`src/rtl/fts_pkg.sv`:
```
package fts_pkg;

    typedef enum logic [1:0] {
        ST_IDLE  = 2'd0,
        ST_READ  = 2'd1,
        ST_WRITE = 2'd2
    } fts_state_e;

    // Low two address bits for a given beat of a burst.
    function automatic logic [1:0] beat_lsb(input logic [1:0] start,
                                            input logic [1:0] beat,
                                            input logic       ilv);
        return ilv ? (start ^ beat) : 2'(start + beat);
    endfunction

endpackage

```
`src/rtl/fts_ctrl.sv`:
```
module fts_ctrl
    import fts_pkg::*;
#(
    parameter int ADDR_W = 6
) (
    input  logic              clk,
    input  logic              rst_n,
    input  logic              clk_en_n,
    input  logic              chip_ok,
    input  logic              wr_n,
    input  logic              adv_ld_n,
    input  logic              burst_ilv,
    input  logic [ADDR_W-1:0] addr,
    output fts_state_e        state_q,
    output logic [1:0]        beat_q,
    output logic [ADDR_W-1:0] cur_addr,
    output logic              commit_wr
);

    fts_state_e        state_d;
    logic [1:0]        beat_d;
    logic [ADDR_W-1:0] base_q, base_d;
    logic              ilv_q, ilv_d;

    always_comb begin
        state_d = state_q;
        beat_d  = beat_q;
        base_d  = base_q;
        ilv_d   = ilv_q;
        if (!clk_en_n) begin
            if (!adv_ld_n) begin
                if (chip_ok) begin
                    state_d = wr_n ? ST_READ : ST_WRITE;
                    base_d  = addr;
                    beat_d  = 2'd0;
                    ilv_d   = burst_ilv;
                end else begin
                    state_d = ST_IDLE;
                end
            end else begin
                unique case (state_q)
                    ST_IDLE:           state_d = ST_IDLE;
                    ST_READ, ST_WRITE: beat_d  = 2'(beat_q + 2'd1);
                    default:           state_d = ST_IDLE;
                endcase
            end
        end
    end

    always_ff @(posedge clk or negedge rst_n) begin
        if (!rst_n) begin
            state_q <= ST_IDLE;
            beat_q  <= 2'd0;
            base_q  <= '0;
            ilv_q   <= 1'b0;
        end else begin
            state_q <= state_d;
            beat_q  <= beat_d;
            base_q  <= base_d;
            ilv_q   <= ilv_d;
        end
    end

    always_comb begin
        cur_addr  = {base_q[ADDR_W-1:2], beat_lsb(base_q[1:0], beat_q, ilv_q)};
        commit_wr = !clk_en_n && (state_q == ST_WRITE);
    end

endmodule

```
`src/rtl/fts_array.sv`:
```
module fts_array #(
    parameter int ADDR_W = 6,
    parameter int LANES  = 4,
    parameter int LANE_W = 8
) (
    input  logic                    clk,
    input  logic                    wr_en,
    input  logic [LANES-1:0]        lane_wr_n,
    input  logic [ADDR_W-1:0]       addr,
    input  logic [LANES*LANE_W-1:0] wdata,
    output logic [LANES*LANE_W-1:0] rdata
);

    localparam int DEPTH = 1 << ADDR_W;

    for (genvar g = 0; g < LANES; g++) begin : g_lane
        logic [LANE_W-1:0] cells [DEPTH];

        always_ff @(posedge clk) begin
            if (wr_en && !lane_wr_n[g])
                cells[addr] <= wdata[g*LANE_W +: LANE_W];
        end

        assign rdata[g*LANE_W +: LANE_W] = cells[addr];
    end

endmodule

```
`src/rtl/fts_sram.sv`:
```
module fts_sram
    import fts_pkg::*;
#(
    parameter int ADDR_W = 6,
    parameter int LANES  = 4,
    parameter int LANE_W = 8
) (
    input  logic                    clk,
    input  logic                    rst_n,
    input  logic                    clk_en_n,
    input  logic                    sel1_n,
    input  logic                    sel2,
    input  logic                    sel3_n,
    input  logic                    wr_n,
    input  logic                    adv_ld_n,
    input  logic                    burst_ilv,
    input  logic [LANES-1:0]        lane_wr_n,
    input  logic [ADDR_W-1:0]       addr,
    input  logic                    oe_n,
    input  logic [LANES*LANE_W-1:0] din,
    output logic [LANES*LANE_W-1:0] dout,
    output logic                    dq_drive
);

    localparam int DATA_W = LANES * LANE_W;

    fts_state_e        state_q;
    logic [1:0]        beat_q;
    logic [ADDR_W-1:0] cur_addr;
    logic              commit_wr;
    logic              chip_ok;
    logic [DATA_W-1:0] rdata;

    assign chip_ok = !sel1_n && sel2 && !sel3_n;

    fts_ctrl #(.ADDR_W(ADDR_W)) u_ctrl (
        .clk       (clk),
        .rst_n     (rst_n),
        .clk_en_n  (clk_en_n),
        .chip_ok   (chip_ok),
        .wr_n      (wr_n),
        .adv_ld_n  (adv_ld_n),
        .burst_ilv (burst_ilv),
        .addr      (addr),
        .state_q   (state_q),
        .beat_q    (beat_q),
        .cur_addr  (cur_addr),
        .commit_wr (commit_wr)
    );

    fts_array #(.ADDR_W(ADDR_W), .LANES(LANES), .LANE_W(LANE_W)) u_array (
        .clk       (clk),
        .wr_en     (commit_wr),
        .lane_wr_n (lane_wr_n),
        .addr      (cur_addr),
        .wdata     (din),
        .rdata     (rdata)
    );

    always_comb begin
        dq_drive = (state_q == ST_READ) && !oe_n;
        dout     = dq_drive ? rdata : '0;
    end

endmodule

```
`config.mk`:
```
export PLATFORM = sky130hd
export DESIGN_NAME = fts_sram
export DESIGN_NICKNAME = d
export VERILOG_FILES = /design/src/rtl/fts_pkg.sv /design/src/rtl/fts_ctrl.sv /design/src/rtl/fts_array.sv /design/src/rtl/fts_sram.sv
export SDC_FILE = /design/constraint.sdc
export NUM_CORES = 2
export LEC_CHECK = 0
export BUFFER_PORTS_ARGS = -buffer_cell sky130_fd_sc_hd__clkbuf_2
export CORE_MARGIN = 1
export CORE_UTILIZATION = 40
export DETAILED_ROUTE_END_ITERATION = 6
export PLACE_DENSITY = 0.68
export SLEW_MARGIN = 20
export SYNTH_ARGS = -nofsm -noshare
export SYNTH_HDL_FRONTEND = slang
export SYNTH_SLANG_ARGS = --single-unit
export TNS_END_PERCENT = 100
```
`constraint.sdc`:
```
create_clock -name clk -period 3.1 [get_ports clk]
set_input_delay 0.155 -clock clk [delete_from_list [all_inputs] [get_ports clk]]
set_output_delay 0.155 -clock clk [all_outputs]
set_load 0.02 [all_outputs]
```
==> flow_summary.json <==
{
  "clock.fmax_mhz": 249,
  "dp_hpwl_microns": 167000,
  "h-tree-depth": 4,
  "fp.dieW_microns": 450,
  "final_cell_mix": "edfxtp_1, nand2_1, buf_4, nor2_1, nand3_1",
  "drc_errors": 2,
  "std_cell_rows": 164,
  "dpl.cell_count": 8228,
  "rsz0062_at_grt": "true",
  "port_buffers": 84,
  "layout_min_cycle_time_ps": 4020,
  "synth-main-ff-cell": "edfxtp_1",
  "mappedNetlistArea_sq_mm": 0.0805,
  "wl_per_cell_microns": 29.2,
  "final_common_cell": "edfxtp_1",
  "clk_latency_ps": 870,
  "yosysUniqueCellTypes": 56,
  "globalRouteTotalUtil": 0.246,
  "clock_sinks": 2059,
  "status": "finished, violations left",
  "synth-async-reset-ratio": 0.00534,
  "maxCapViolCount": 0,
  "ys_ff_latch": 2059,
  "fin_nets": 6013,
  "die_y_microns": 450,
  "failed_checks": "design-rule violations, negative setup slack",
  "grt_overflow": 0,
  "detail_route.iter0.violations": 7850,
  "dr.pass1.iters": 7,
  "critPathCaptureType": "primary output",
  "antenna_found_initial": 16,
  "slew_headroom": 0.214,
  "cts-root-buf": "clkbuf_16",
  "wirelength_microns": 256000,
  "ff2ff_setup_slack_ps": -60,
  "peakVddDrop_mv": 0.751,
  "hold_viol_final": 0,
  "hold_path_depth": 4,
  "pre_cts_slack_ps": -645,
  "path_class": "reg -> out",
  "grt_pass1_vias": 50100,
  "setup-violations-final": 38,
  "synth_edf_count": 2048,
  "placed_area_sq_mm": 0.0900,
  "max_slew.worst_pin.slew_ps": 1180,
  "worstHoldStart": "sel2",
  "fin_cells": 8785,
  "fin_ws_ps": -922,
  "p_leak_nw": 34.4,
  "numCtsBuffers": 200,
  "critPathArrivalTime_ps": 3870,
  "grt_max_degree": 65,
  "p_per_area_mw_per_mm2": 745,
  "yosysSeqAreaShare": 0.768,
  "start_util": 0.403,
  "required_ps": 2940,
  "r2r_cells": 10,
  "syn_avg_cell_area_sq_um": 16.2,
  "finalClockSkew_ps": 49.1,
  "hold_end": "u_ctrl.base_q[4]",
  "clkTransAtPathRegs_ps": 60,
  "synth_cells": 4954,
  "cts_buffer_depth": 3,
  "r2r-end": "u_array.g_lane[1].cells[14][7]",
  "yosysWarnings": 0,
  "io_pins": 85,
  "finalCritPeriodShare": 1.30,
  "synth_nets": 5009,
  "cp-start-kind": "flip-flop",
  "core_sq_mm": 0.200,
  "cts_tree": "done",
  "fin_area_sq_mm": 0.101,
  "detail_route.vias_per_cell": 5.88,
  "drive_gt1_frac": 0.301,
  "dieArea_sq_mm": 0.203,
  "hp-class": "in -> reg",
  "timing.rr.start": "u_ctrl.beat_q[0]",
  "routabilityCongestion": 0.950,
  "syn_to_final_growth_pct": 25.3,
  "final_max_slew_viol_count": 0,
  "hold_ws_ps": 61.2,
  "num_vias": 51600,
  "cp_max_fo": 8,
  "ant_nets": 0,
  "grt_pass1_wl_microns": 358000
}
cell type report:
type	count	area, sq um
fill	16000	99100
sequential	2059	61800
multi-input combinational	2596	18700
timing repair buffer	1089	10400
clock buffer	235	5160
tap	2656	3320
clock inverter	134	1400
inverter	12	47.5
antenna	4	10.0
cells in the mapped netlist (12+ instances only):
cell type | instances | area, sq um
nor3_1 | 39 | 195
nor2_1 | 344 | 1290
o22ai_1 | 91 | 569
mux2_2 | 50 | 563
a32oi_1 | 22 | 193
buf_2 | 96 | 480
nor2b_1 | 14 | 87.6
and3_1 | 21 | 131
mux2i_1 | 166 | 1660
o21ai_0 | 47 | 235
buf_4 | 27 | 203
nor3b_1 | 14 | 105
a31oi_1 | 30 | 188
a22oi_1 | 12 | 90.1
a211oi_1 | 16 | 120
clkbuf_1 | 118 | 443
o2111ai_1 | 19 | 166
buf_1 | 33 | 124
edfxtp_1 | 2048 | 61500
a21oi_1 | 88 | 440
buf_6 | 12 | 135
nand4_1 | 39 | 244
nand3_1 | 354 | 1770
nor4_1 | 28 | 175
nand2_1 | 850 | 3190
o211ai_1 | 29 | 218
o221ai_1 | 35 | 307
mux4_2 | 204 | 4590
worst max-delay path, cell delays in order, from the launching register on:
cell and delay (ps):
dfrtp_1 410, ha_4 170, and2b_4 190, xnor2_4 140, buf_12 150, bufbuf_16 290
buf_12 150, nand2_2 120, o221ai_2 150, a221oi_2 250, nand4_1 320, nor4_2 380
buf_4 170, buf_6 110
registers in the layout, indices dropped and copies added, names as in the netlist:
signal	cells
u_array.g_lane.cells	2048
u_ctrl.state_q	2
u_ctrl.beat_q	2
u_ctrl.ilv_q	1
u_ctrl.base_q	6
report_power, final:
group / leakage [nW] / switching, mW / internal (mW) / total [mW]
Sequential: 18.5 / 0.0468 / 30.6 / 30.7
Combinational: 12.7 / 11.4 / 8.57 / 20.0
Clock: 3.17 / 10.7 / 13.7 / 24.4
Total: 34.4 / 22.2 / 52.9 / 75.1
worst max-delay path by stage:
stage | start | end | slack (ps) | cells past startpoint
floorplan | u_ctrl.beat_q[0] | dout[30] | 10 | 11
global placement | u_ctrl.beat_q[0] | dout[12] | -650 | 12
detailed placement | u_ctrl.beat_q[0] | dout[12] | -640 | 12
CTS | u_ctrl.base_q[0] | dout[25] | -990 | 13
global route | u_ctrl.beat_q[0] | dout[25] | -1020 | 15
finish | u_ctrl.beat_q[0] | dout[29] | -920 | 13
repair_timing:
action	CTS	global route
cloned	20	7
hold buffers	37	0
setup buffers	78	57
pin swaps	95	88
resized for setup	316	186
endpoints found under the setup margin	165	37
hold endpoints to repair	573	0
stage by stage:
stage / power [mW] / setup TNS (ps) / util
floorplan: 39.9 / 0 / -
global route: 76.8 / -28060 / 0.504
global placement: 47.1 / -9310 / 0.450
detailed placement: 47.2 / -9220 / 0.450
CTS: 73.7 / -27520 / 0.498
finish: 75.1 / -26290 / 0.504
per-layer routing:
layer | vias to the layer above | GRT usage | part of all wire
li1 | 21200 | - | -
met1 | 25900 | 0.322 | 0.36
met2 | 3688 | 0.383 | 0.46
met3 | 743 | 0.0517 | 0.12
met5 | - | 0 | 0.00021
met4 | 6 | 0.135 | 0.063
kinds of logic (layout without fill, tap and decap cells):
group,Yosys count,in the layout,synth area share
flops,2059,2059,0.768
other cells,0,4,0
compound gates,422,422,0.0347
buf+inv,299,1470,0.0180
fa+ha+maj,3,3,0.000467
mux,420,420,0.0848
xor+xnor,3,3,0.000886
simple gates,1748,1748,0.0934
(Power assumes the default switching activity.)
